## src/rtl/lsync_pkg.sv

```systemverilog
package lsync_pkg;
    typedef enum logic [1:0] {
        LS_NOSYNC = 2'b00,
        LS_ACQ    = 2'b01,
        LS_LOCKED = 2'b10
    } lane_st_e;
endpackage

```

## src/rtl/lsync_qual_timer.sv

```systemverilog
// Qualification timer: counts edges with all recovery locks high, saturating.
module lsync_qual_timer #(
    parameter int QUAL_W      = 15,
    parameter int QUAL_CYCLES = 32000
) (
    input  logic clk,
    input  logic rst_n,
    input  logic all_locked,
    output logic qualified
);
    localparam logic [QUAL_W-1:0] LIMIT = QUAL_W'(QUAL_CYCLES);

    typedef struct packed {
        logic [QUAL_W-1:0] cnt;
    } timer_reg_t;

    timer_reg_t r_d, r_q;

    always_comb begin
        r_d = r_q;
        if (!all_locked) begin
            r_d.cnt = '0;
        end else if (r_q.cnt != LIMIT) begin
            r_d.cnt = r_q.cnt + 1'b1;
        end
    end

    always_ff @(posedge clk or negedge rst_n) begin
        if (!rst_n) r_q <= '0;
        else        r_q <= r_d;
    end

    assign qualified = (r_q.cnt == LIMIT);
endmodule

```

## src/rtl/lsync_lane.sv

```systemverilog
// Per-lane sync state machine with comma acquisition and two error tests.
module lsync_lane
    import lsync_pkg::*;
#(
    parameter int COMMA_RUN   = 4,
    parameter int ERR_RUN     = 4,
    parameter int WIN_LEN     = 16,
    parameter int WIN_MAX_ERR = 8
) (
    input  logic     clk,
    input  logic     rst_n,
    input  logic     force_nosync,
    input  logic     may_start,
    input  logic     chr_valid,
    input  logic     chr_err,
    input  logic     chr_comma,
    output lane_st_e state
);
    localparam int CR_W = $clog2(COMMA_RUN + 1);
    localparam int ER_W = $clog2(ERR_RUN + 1);
    localparam int WP_W = $clog2(WIN_LEN);
    localparam int WE_W = $clog2(WIN_LEN + 1);

    typedef struct packed {
        lane_st_e        st;
        logic [CR_W-1:0] comma_run;
        logic [ER_W-1:0] err_run;
        logic [WP_W-1:0] win_pos;
        logic [WE_W-1:0] win_err;
    } lane_reg_t;

    localparam lane_reg_t CLR = '0;

    lane_reg_t       r_d, r_q;
    logic            fault;
    logic [WE_W-1:0] win_err_n;

    always_comb begin
        r_d       = r_q;
        fault     = 1'b0;
        win_err_n = r_q.win_err + WE_W'(chr_err);
        case (r_q.st)
            LS_NOSYNC: begin
                r_d = CLR;
                if (may_start) r_d.st = LS_ACQ;
            end
            LS_ACQ: begin
                if (chr_valid) begin
                    if (chr_comma && !chr_err) begin
                        if (r_q.comma_run == CR_W'(COMMA_RUN - 1)) begin
                            r_d    = CLR;
                            r_d.st = LS_LOCKED;
                        end else begin
                            r_d.comma_run = r_q.comma_run + 1'b1;
                        end
                    end else begin
                        r_d.comma_run = '0;
                    end
                end
            end
            LS_LOCKED: begin
                if (chr_valid) begin
                    if (chr_err) begin
                        if (r_q.err_run == ER_W'(ERR_RUN - 1)) fault = 1'b1;
                        else r_d.err_run = r_q.err_run + 1'b1;
                    end else begin
                        r_d.err_run = '0;
                    end
                    if (win_err_n > WE_W'(WIN_MAX_ERR)) fault = 1'b1;
                    if (r_q.win_pos == WP_W'(WIN_LEN - 1)) begin
                        r_d.win_pos = '0;
                        r_d.win_err = '0;
                    end else begin
                        r_d.win_pos = r_q.win_pos + 1'b1;
                        r_d.win_err = win_err_n;
                    end
                end
            end
            default: r_d = CLR;
        endcase
        if (fault || force_nosync) r_d = CLR;
    end

    always_ff @(posedge clk or negedge rst_n) begin
        if (!rst_n) r_q <= CLR;
        else        r_q <= r_d;
    end

    assign state = r_q.st;
endmodule

```

## src/rtl/lane_sync_ctrl.sv

```systemverilog
// Top: qualification timer plus one state machine per lane.
module lane_sync_ctrl
    import lsync_pkg::*;
#(
    parameter int LANES       = 4,
    parameter int QUAL_W      = 15,
    parameter int QUAL_CYCLES = 32000,
    parameter int COMMA_RUN   = 4,
    parameter int ERR_RUN     = 4,
    parameter int WIN_LEN     = 16,
    parameter int WIN_MAX_ERR = 8
) (
    input  logic               clk,
    input  logic               rst_n,
    input  logic [LANES-1:0]   cdr_lock,
    input  logic               chan_lock_en,
    input  logic [LANES-1:0]   chr_valid,
    input  logic [LANES-1:0]   chr_err,
    input  logic [LANES-1:0]   chr_comma,
    output logic [2*LANES-1:0] lane_state,
    output logic               chan_locked,
    output logic               deskew_align
);
    logic             all_locked;
    logic             qualified;
    logic             force_nosync;
    logic             may_start;
    logic [LANES-1:0] is_locked;
    logic [LANES-1:0] is_acq;

    assign all_locked   = &cdr_lock;
    assign force_nosync = !chan_lock_en || !all_locked;
    assign may_start    = qualified && chan_lock_en;

    lsync_qual_timer #(
        .QUAL_W     (QUAL_W),
        .QUAL_CYCLES(QUAL_CYCLES)
    ) u_timer (
        .clk       (clk),
        .rst_n     (rst_n),
        .all_locked(all_locked),
        .qualified (qualified)
    );

    for (genvar g = 0; g < LANES; g++) begin : g_lane
        lane_st_e st;
        lsync_lane #(
            .COMMA_RUN  (COMMA_RUN),
            .ERR_RUN    (ERR_RUN),
            .WIN_LEN    (WIN_LEN),
            .WIN_MAX_ERR(WIN_MAX_ERR)
        ) u_lane (
            .clk         (clk),
            .rst_n       (rst_n),
            .force_nosync(force_nosync),
            .may_start   (may_start),
            .chr_valid   (chr_valid[g]),
            .chr_err     (chr_err[g]),
            .chr_comma   (chr_comma[g]),
            .state       (st)
        );
        assign lane_state[2*g +: 2] = st;
        assign is_locked[g]         = (st == LS_LOCKED);
        assign is_acq[g]            = (st == LS_ACQ);
    end

    assign chan_locked  = &is_locked;
    assign deskew_align = |is_acq;
endmodule

```

## config.mk

```make
export PLATFORM = sky130hd
export DESIGN_NAME = lane_sync_ctrl
export DESIGN_NICKNAME = d
export VERILOG_FILES = /design/src/rtl/lsync_pkg.sv /design/src/rtl/lsync_qual_timer.sv /design/src/rtl/lsync_lane.sv /design/src/rtl/lane_sync_ctrl.sv
export SDC_FILE = /design/constraint.sdc
export NUM_CORES = 1
export LEC_CHECK = 0
export CORE_ASPECT_RATIO = 0.9
export CORE_MARGIN = 4
export CORE_UTILIZATION = 25
export CTS_CLUSTER_SIZE = 24
export DETAILED_ROUTE_END_ITERATION = 8
export GPL_TIMING_DRIVEN = 0
export PLACE_DENSITY = 0.49
export SLEW_MARGIN = 20
export SYNTH_ARGS = -nofsm -noshare
export SYNTH_HDL_FRONTEND = slang
export SYNTH_SLANG_ARGS = --single-unit
```

## constraint.sdc

```tcl
create_clock -name clk -period 4.9 [get_ports clk]
set_input_delay 0.98 -clock clk [delete_from_list [all_inputs] [get_ports clk]]
set_output_delay 0.98 -clock clk [all_outputs]
set_load 0.01 [all_outputs]
```

Word level (Yosys, flattened, before mapping)
Cells that the tools add are included.
Word-level totals
  register bits: 83
  output and inout bits: 10
Cells by class
  eq/ne operators: 47
  $lt $le $gt $ge: 4
  multiplexer cells: 79
  reduce and logical (&&, ||, !) cells: 39
  add/sub/neg operators: 17
Operators by type and width (number)
  12-bit 2-to-1 mux: 12
  17-bit 2-to-1 mux: 8
  12-bit case mux with 2 select lines: 4
  5-bit case mux with 3 select lines: 4
  3-bit 2-to-1 mux: 16
  4-bit AND reduction: 10
  9-bit 2-to-1 mux: 4
  15-bit 2-to-1 mux: 2
  3-bit by 1-bit adder with 3-bit output, second input constant: 8
  3-bit by 2-bit == test with 1-bit output, second input constant: 8
  3-bit by 1-bit != test with 1-bit output, second input constant: 8
  3-bit by 2-bit != test with 1-bit output, second input constant: 8
  1-bit 2-to-1 mux: 21
  5-bit by 1-bit adder with 5-bit output: 4
  5-bit by 4-bit greater-than comparator with 1-bit output, second input constant: 4
  5-bit AND reduction: 4
  4-bit by 1-bit adder with 4-bit output, second input constant: 4
  4-bit == test, second input constant: 4
  2-bit 2-to-1 mux: 8
  4-bit != test, second input constant: 4
  15-bit by 1-bit adder with 15-bit output, second input constant: 1
  15-bit == test, second input constant: 1
  15-bit != test, second input constant: 1
  2-bit by 1-bit == test with 1-bit output, second input constant: 4
  9 further kinds: 34

Depth between registers and ports, before layout
Gate-level depths: netlist of run 1.
  depth after elaboration: 9
  gate-level depth with buffers: 8

By module
From an unflattened synthesis of run 1, not the netlist that was laid out.
Unflattened totals
  cell total of the unflattened synthesis: 507
  area, all modules: 5116.2 sq um
By module, submodules not included
  lsync_lane: cells each 102, area an instance 1049.8 sq um, instances 4, seq. area each 425.4 sq um
  lsync_qual_timer: cells each 88, area an instance 838.3 sq um, instances 1, seq. area each 375.4 sq um
  lane_sync_ctrl: cells each 11, area an instance 78.8 sq um, instances 1, seq. area each 0.0 sq um

Worst setup path after synthesis of run 1
No wires, ideal clock.
  kind: input -> register
  start: input chr_err[0]
  end: register g_lane[0].u_lane.r_q[11] (netlist name)
  buffers on the path: 0
  arrival: 2.669 ns
  cell stages on the path: 7
  setup slack: 2.136 ns
  library setup time: 0.095 ns
  path through: ha_1 > ha_1 > xor2_1 > o31a_1 > a221o_1 > or2_2 > o31ai_1
Between the ends
  cells in the longest elaborated chain, start to end: 8
  elaborated cells between the ends (all ways): 19
  those cells by class: 1 x add/sub; 1 x order compare; 5 x eq/ne; 8 x mux; 4 x reduce/logical
Ends and longest elaborated chain
  start: declaration: line lane_sync_ctrl.sv:18  | input logic [LANES-1:0] chr_err,
  5-bit by 1-bit adder with 5-bit output: line lsync_lane.sv:41  | win_err_n = r_q.win_err + WE_W'(chr_err);
  5-bit by 4-bit greater-than comparator with 1-bit output: line lsync_lane.sv:69  | if (win_err_n > WE_W'(WIN_MAX_ERR)) fault = 1'b1;
  1-bit 2-to-1 mux: line lsync_lane.sv:69
  1-bit 2-to-1 mux: line lsync_lane.sv:62  | if (chr_valid) begin
  1-bit 2-to-1 mux: line lsync_lane.sv:42  | case (r_q.st)
  1-bit logical OR: line lsync_lane.sv:81  | if (fault || force_nosync) r_d = CLR;
  4-bit != test (no source line) (tied with other cells)
  5-bit AND reduction (no source line)
  end signal: assignment: line lsync_lane.sv:86  | else r_q <= r_d;
  end: declaration: line lsync_lane.sv:34  | lane_reg_t r_d, r_q;
Several ways; a longest one is shown, not always the timed one. The select of a mux whose other input is x is not followed.
A chain may end at the register's enable or synchronous reset.

Final worst setup path of run 1
  start: input chr_err[3]
  end: register g_lane[3].u_lane.r_q[9] (netlist name)
Between the ends
  cells in the longest elaborated chain, start to end: 8
  elaborated cells between the ends (all ways): 19
  those cells by class: 1 x add/sub; 1 x order compare; 5 x eq/ne; 8 x mux; 4 x reduce/logical
Ends and longest elaborated chain (line)
  5-bit by 1-bit adder with 5-bit output: lsync_lane.sv:41
  5-bit by 4-bit greater-than comparator with 1-bit output: lsync_lane.sv:69
  1-bit 2-to-1 mux: lsync_lane.sv:69
  1-bit 2-to-1 mux: lsync_lane.sv:62
  1-bit 2-to-1 mux: lsync_lane.sv:42
  1-bit logical OR: lsync_lane.sv:81
  4-bit != test (no source line) (tied with other cells)
  5-bit AND reduction (no source line)
  end signal: assignment: lsync_lane.sv:86
  end: declaration: lsync_lane.sv:34
Several ways; a longest one is shown, not always the timed one. The select of a mux whose other input is x is not followed.

==> flow_summary_export.csv, run 1 <==
group,metric,value,unit
drt,via_count,3551,
yosys,synth_top_area_cell,"dfrtp_1",
worst_setup_path,crit_path_top_delay_cell,"clkdlybuf4s50_1",
layout,antenna-diode-count,0,
sta,clock.fmax,311,MHz
sta,min_tclk_post_route,3.21,ns
power_and_ir_drop,total_leakage_power,2.33,nW
worst_setup_path,critical_path.startpoint_type,"input pin",
clock_tree,cts-root-buf,"clkbuf_16",
clock_tree,cts.repair_timing.setup_buffer_count,0,
yosys,synth_area_per_cell,9.75,µm²
yosys,unique_cell_type_count_in_the_yosys_netlist,57,
yosys,synth-edff-count,0,
yosys,synthTopCellsByArea,"dfrtp_1, ha_1, nand2_1",
worst_setup_path,crit_required,5.14,ns
placement,numPlacedInstances,738,
die,horizontal_die_dimension,151,µm
placement,buffer_ports.inserted,27,
drt,route.antenna.remaining_nets,0,
sta,grt_setup_unrepaired,"false",
die,die_h,136,µm
global_route,grt_start_max_net_pins,53,
power_and_ir_drop,power.ir.vdd_worst,0.168,mV
drt,routed_wire_length,10.4,mm
drt,routed_via_density,4.71,
die,start_util,0.258,
sta,setup_viol,0,
worst_setup_path,data_arrival_at_the_endpoint_of_the_critical_path,3.45,ns
yosys,netlist_area,0.00458,mm²
sta,slew-limit-headroom,0.625,
worst_setup_path,critical-path-top-cell-by-count,"ha_1",
layout,area_growth,19.3,%
placement,dp_hpwl,7.49,mm
yosys,synthesis.instances,470,
flow_run,drv.max_cap_violation_count,0,
placement,finalWeightedCongestion,0.803,
global_route,grt_use_total,0.110,
yosys,most_frequent_cells_after_synthesis,"dfrtp_1, nand2_1, o21ai_0, ha_1, nor2_1",
sta,finalHoldWorstSlack,0.471,ns
worst_setup_path,crit_path_cell_trace,"clkdlybuf4s50_1, ha_1, ha_1, o41ai_1, o221ai_1, clkbuf_1, or2_2, o31ai_1",
drt,drt-wirelength-per-cell,13.8,µm
die,fp-row-count,46,
sta,tightest_slew,0.562,ns
yosys,yosys_warnings,0,
layout,design.final.nets,554,
yosys,synth_flop_type,"dfrtp_1",
global_route,gr-total-overflow,0,
sta,final.period_utilization,0.655,
die,pin_count,29,
clock_tree,clkTransAtPathRegs,0.06,ns
yosys,synth_top_area_frac,0.453,
clock_tree,cts_repair_resize_count,0,
die,design.die.area,0.0206,mm²
worst_setup_path,setup.worst_path.class,"input pin to flip-flop",
power_and_ir_drop,power.density_cell_area,258,mW/mm²
die,placeableCoreArea,0.0178,mm²
yosys,postSynth.asyncResetShare,1.00,
worst_setup_path,setup.worst_path.end_class,"flip-flop",
sta,count_of_endpoints_failing_hold_in_the_final_timing_report,0,
clock_tree,clock-sinks,83,
global_route,grt_first_pass_wirelength,17.9,mm
drt,dr.pass1.iters,4,
clock_tree,cts-htree-levels,3,
clock_tree,tritoncts_clock_tree,"built",
yosys,synth.yosys.seq_area_share,0.453,
layout,finish.instance_area,0.00547,mm²
yosys,post-synth-top-count-cell,"dfrtp_1",
global_route,via_count_of_the_first_global_routing_pass,3590,
clock_tree,clock_latency,0.34,ns
sta,drv_slew,0,
run_status,status,"completed",
layout,drive_above_1_share,0.0992,
yosys,synth.net_count,515,
drt,initialDrtViolationCount,178,
yosys,flop_and_latch_count_out_of_synthesis,83,
sta,fin_skew,0.00412,ns
global_route,number_of_antenna_violations_at_the_first_check_in_global_routing,0,
clock_tree,clk_path_buf_depth,2,
placement,dpl_cell_area,0.00518,mm²
min_path,min_path_type,"flip-flop to flip-flop",
clock_tree,cts_made_buffers,9,
worst_setup_path,timing.critical_path.slowest_cell_delay,0.50,ns
layout,finalNonFillerCells,754,
clock_tree,cts_stage_hold_buffer_count,0,
worst_setup_path,crit_fanout,10,
drt,drt_drc_violations_left,0,
[through the flow]
stage	total power [W]	TNS, ns	util	worst slack [ns]
after detailed placement	0.000751	0	0.291	1.33
after global placement	0.000748	-29.71	0.290	-0.366
after global routing	0.00148	0	0.307	1.55
final	0.00141	0	0.307	1.69
after floorplan	0.000711	0	-	2.14
after CTS	0.00144	0	0.307	1.67
[critical path: cells and delay by family]
| family | cells | cell delay (ns) |
|---|---|---|
| compound gates | 3 | 0.81 |
| buf+inv | 2 | 0.74 |
| fa+ha+maj | 2 | 0.57 |
| simple gates | 1 | 0.35 |
[placed cells by master (no fill, tap or decap), types with 8 or more instances in the layout]
| cell | instances |
|---|---|
| nand2_1 | 56 |
| clkdlybuf4s50_1 | 26 |
| clkbuf_16 | 9 |
| ha_1 | 26 |
| nor3_1 | 16 |
| xor2_1 | 15 |
| o31ai_1 | 14 |
| o21ai_0 | 35 |
| nand2b_1 | 12 |
| a22o_1 | 8 |
| inv_1 | 22 |
| dfrtp_1 | 83 |
| nand4_1 | 10 |
| clkbuf_1 | 11 |
| nor2_1 | 23 |
| or3_1 | 10 |
| nand3_1 | 21 |
| nor2b_1 | 9 |
| buf_4 | 9 |
[sequential cells by signal, indices dropped and copies added (netlist names)]
name	count
g_lane.u_lane.r_q	60
g_lane.u_lane.state	8
u_timer.r_q	15
[layer usage]
layer | wire (µm) | track usage | vias to the layer above
met5 | 0 | 0 | -
met4 | 148 | 0.0317 | 0
met3 | 377 | 0.0337 | 10
met2 | 4780 | 0.174 | 59
met1 | 5090 | 0.146 | 1708
li1 | - | - | 1774
[layout make-up]
cell class              instances  area, µm²
repair buffers                 28        295
flip-flops and latches         83       2080
fillers                      1846      12300
multi-input cells             347       2310
well taps                     240        300
plain buffers                  18        108
clock inverters                 2       35.0
inverters                      22       82.6
clock buffers                  14        254
[power breakdown]
group	internal [W]	total, W	switching (W)	leakage [nW]
Sequential	0.000686	0.000686	0.000000235	1.16
Clock	0.000409	0.000674	0.000265	0.141
Combinational	0.0000199	0.0000514	0.0000315	1.03
[cell families (layout without fill, tap and decap cells)]
| logic type | count (synthesis) | after routing | share of synthesized area |
|---|---|---|---|
| XOR/XNOR | 19 | 19 | 0.0363 |
| adder cells (fa/ha/maj) | 26 | 26 | 0.0710 |
| buffers and inverters | 40 | 84 | 0.0415 |
| AO/OA/AOI/OAI | 102 | 102 | 0.156 |
| flip-flops | 83 | 83 | 0.453 |
| AND/OR/NAND/NOR | 192 | 192 | 0.222 |
| multiplexers | 8 | 8 | 0.0194 |
[worst paths after layout]
kind                                          start                  endpoint  slack [ns]  cells after the start
max                                      chr_err[3]   g_lane[3].u_lane.r_q[9]        1.69                      8
min                        g_lane[1].u_lane.r_q[11]  g_lane[1].u_lane.r_q[11]        0.47                      2
max reg2reg                 g_lane[3].u_lane.r_q[0]   g_lane[3].u_lane.r_q[9]        2.50                      7
min reg2reg                g_lane[1].u_lane.r_q[11]  g_lane[1].u_lane.r_q[11]        0.47                      2
max in group asynchronous                     rst_n   g_lane[1].u_lane.r_q[3]        3.70                      2
min in group asynchronous                     rst_n   g_lane[3].u_lane.r_q[0]        0.58                      1
Note: power is estimated with default switching activity, not from simulation.
==> run 2, diff against run 1 <==
- clock period: 4.9 -> 3 ns (I/O delays scaled with it)
==> results of run 2 <==
The final DEF is identical to that of run 1. Status: completed.
Main changes from that run: setup slack after placement 1.33 ns -> -0.186 ns; setup slack after layout 1.69 ns -> 0.168 ns; hold slack 0.471 ns -> 0.204 ns; register-to-register setup slack 2.50 ns -> 0.60 ns; total power 0.00141 W -> 0.00231 W; worst IR drop on VDD 0.168 mV -> 0.274 mV
==> run 3, diff against run 2 <==
- SETUP_SLACK_MARGIN: unset -> 0.2
==> run 3 against run 2 <==
Effect of this change:
- core utilization up 0.18 points
- largest cell class unchanged
- clock power about the same
- highest routed layer unchanged
- first-iteration DRC count down 13%
- sequential cell count unchanged
==> flow_summary_export.csv, run 3 (synthesized netlist as in run 1, its figures left out) <==
group,metric,value,unit
layout,largest-register,"g_lane.u_lane.r_q",
placement,buffer_ports.inserted,27,
global_route,gr-total-overflow,0,
layout,largest_register_ff_count,60,
die,horizontal_die_dimension,151,µm
die,placeableCoreArea,0.0178,mm²
min_path,min_path_type,"input pin to async pin",
clock_tree,cts_made_buffers,9,
clock_tree,cts-root-buf,"clkbuf_16",
global_route,number_of_antenna_violations_at_the_first_check_in_global_routing,0,
layout,antenna-diode-count,0,
drt,route.antenna.remaining_nets,0,
drt,initialDrtViolationCount,154,
power_and_ir_drop,p_sw,0.000486,W
global_route,grt_use_total,0.110,
clock_tree,tritoncts_clock_tree,"built",
power_and_ir_drop,fin_total_pwr,0.00231,W
placement,post-place-ws,-0.186,ns
sta,count_of_endpoints_failing_hold_in_the_final_timing_report,0,
die,die_h,136,µm
run_status,status,"completed",
power_and_ir_drop,power.density_cell_area,419,mW/mm²
power_and_ir_drop,netSwitchingFraction,0.211,
placement,dp_hpwl,7.49,mm
clock_tree,clock-sinks,83,
global_route,grt_first_pass_wirelength,17.9,mm
worst_setup_path,data_arrival_at_the_endpoint_of_the_critical_path,2.97,ns
sta,finalHoldWorstSlack,0.204,ns
sta,min_tclk_post_route,2.73,ns
die,design.die.area,0.0206,mm²
drt,routed_wire_length,10.4,mm
clock_tree,cts_stage_hold_buffer_count,0,
drt,drt-wirelength-per-cell,13.8,µm
flow_run,drv.max_cap_violation_count,0,
clock_tree,clock_latency,0.34,ns
clock_tree,clkTransAtPathRegs,0.06,ns
layout,drive_above_1_share,0.108,
clock_tree,clk_path_buf_depth,2,
drt,via_count,3560,
power_and_ir_drop,combinational_power_share,0.036,
sta,fin_skew,0.00376,ns
drt,dr.pass1.iters,4,
layout,final_common_cell,"dfrtp_1",
worst_setup_path,crit_path_top_delay_cell,"clkdlybuf4s50_1",
power_and_ir_drop,power.share.sequential,0.486,
drt,drt_drc_violations_left,0,
clock_tree,cts-htree-levels,3,
worst_setup_path,crit_required,3.24,ns
worst_setup_path,cp_num_buf_inv,2,
global_route,via_count_of_the_first_global_routing_pass,3590,
die,start_util,0.258,
worst_setup_path,crit_path_cell_trace,"clkdlybuf4s50_1, ha_1, ha_1, o41ai_2, o221ai_1, clkbuf_4, or2_2, o31ai_1",
worst_setup_path,crit_fanout,10,
worst_setup_path,critical-path-top-cell-by-count,"ha_1",
power_and_ir_drop,power_frac_clock,0.478,
power_and_ir_drop,power_report.internal_total,0.00182,W
layout,design.final.nets,557,
sta,tightest_slew,0.559,ns
sta,grt_setup_unrepaired,"true",
layout,mostFrequentLayoutCells,"dfrtp_1, nand2_1, o21ai_0",
sta,clock.fmax,366,MHz
drt,routed_via_density,4.70,
layout,finish.instance_area,0.00550,mm²
placement,dpl_cell_area,0.00518,mm²
layout,area_growth,20.0,%
layout,layout.core_utilization,0.309,
power_and_ir_drop,total_leakage_power,2.36,nW
worst_setup_path,timing.critical_path.slowest_cell_delay,0.50,ns
global_route,grt_start_max_net_pins,53,
sta,drv_slew,0,
worst_setup_path,critPathTopFamily,"compound AO/OA/AOI/OAI gates",
sta,finalWorstSetupSlack,0.266,ns
placement,finalWeightedCongestion,0.803,
worst_setup_path,critical_path.startpoint_type,"input pin",
worst_setup_path,setup.worst_path.end_class,"flip-flop",
sta,setup_viol,0,
power_and_ir_drop,power.ir.vdd_worst,0.274,mV
worst_setup_path,setup.worst_path.class,"input pin to flip-flop",
sta,final.period_utilization,0.911,
die,pin_count,29,
sta,slew-limit-headroom,0.627,
die,fp-row-count,46,
-- run 3: worst paths after layout --
kind / slack (ns) / depth (start not counted) / to / startpoint
setup / recovery: 0.27 / 8 / g_lane[3].u_lane.r_q[9] / chr_err[3]
hold / removal: 0.20 / 1 / g_lane[3].u_lane.r_q[0] / rst_n
setup reg to reg: 0.63 / 7 / g_lane[0].u_lane.r_q[11] / g_lane[0].u_lane.r_q[0]
hold reg to reg: 0.47 / 2 / g_lane[1].u_lane.r_q[11] / g_lane[1].u_lane.r_q[11]
max in group asynchronous: 2.18 / 2 / g_lane[1].u_lane.r_q[3] / rst_n
min in group clk: 0.47 / 2 / g_lane[1].u_lane.r_q[11] / g_lane[1].u_lane.r_q[11]
-- run 3: metrics by stage --
step | setup TNS, ns | instances
floorplan | 0 | 470
detailed placement | -1.18 | 738
global route | 0 | 757
CTS | 0 | 754
global placement | -156.90 | 737
finish | 0 | 757
-- run 3: layout make-up --
class,count,area (µm²)
multi-input combinational,347,2320
timing repair buffer,31,317
inverter,22,82.6
fill,1842,12300
tap,240,300
clock buffer,14,254
sequential,83,2080
buffer,18,111
clock inverter,2,35.0
-- run 3: per-layer routing --
metal,GRT usage,up-vias,part of all wire
met3,0.0337,8,0.038
met5,0,-,0
li1,-,1781,-
met4,0.0317,0,0.013
met1,0.146,1719,0.49
met2,0.174,52,0.46
-- run 3: what timing repair did --
item,4_1_cts,5_1_grt
hold endpoints to repair,0,0
gates cloned,0,0
gates resized for setup,1,5
setup buffers,0,3
pin swaps,0,2
endpoints found under the setup margin,2,13
-- run 3: power by group through the flow --
stage	Sequential, W	Clock [W]	Combinational (W)
2_1_floorplan	0.00114	0	0.0000205
3_3_place_gp	0.00114	0	0.0000809
3_5_place_dp	0.00114	0	0.0000862
4_1_cts	0.00112	0.00115	0.0000864
5_1_grt	0.00112	0.00120	0.0000951
6_report	0.00112	0.00110	0.0000838
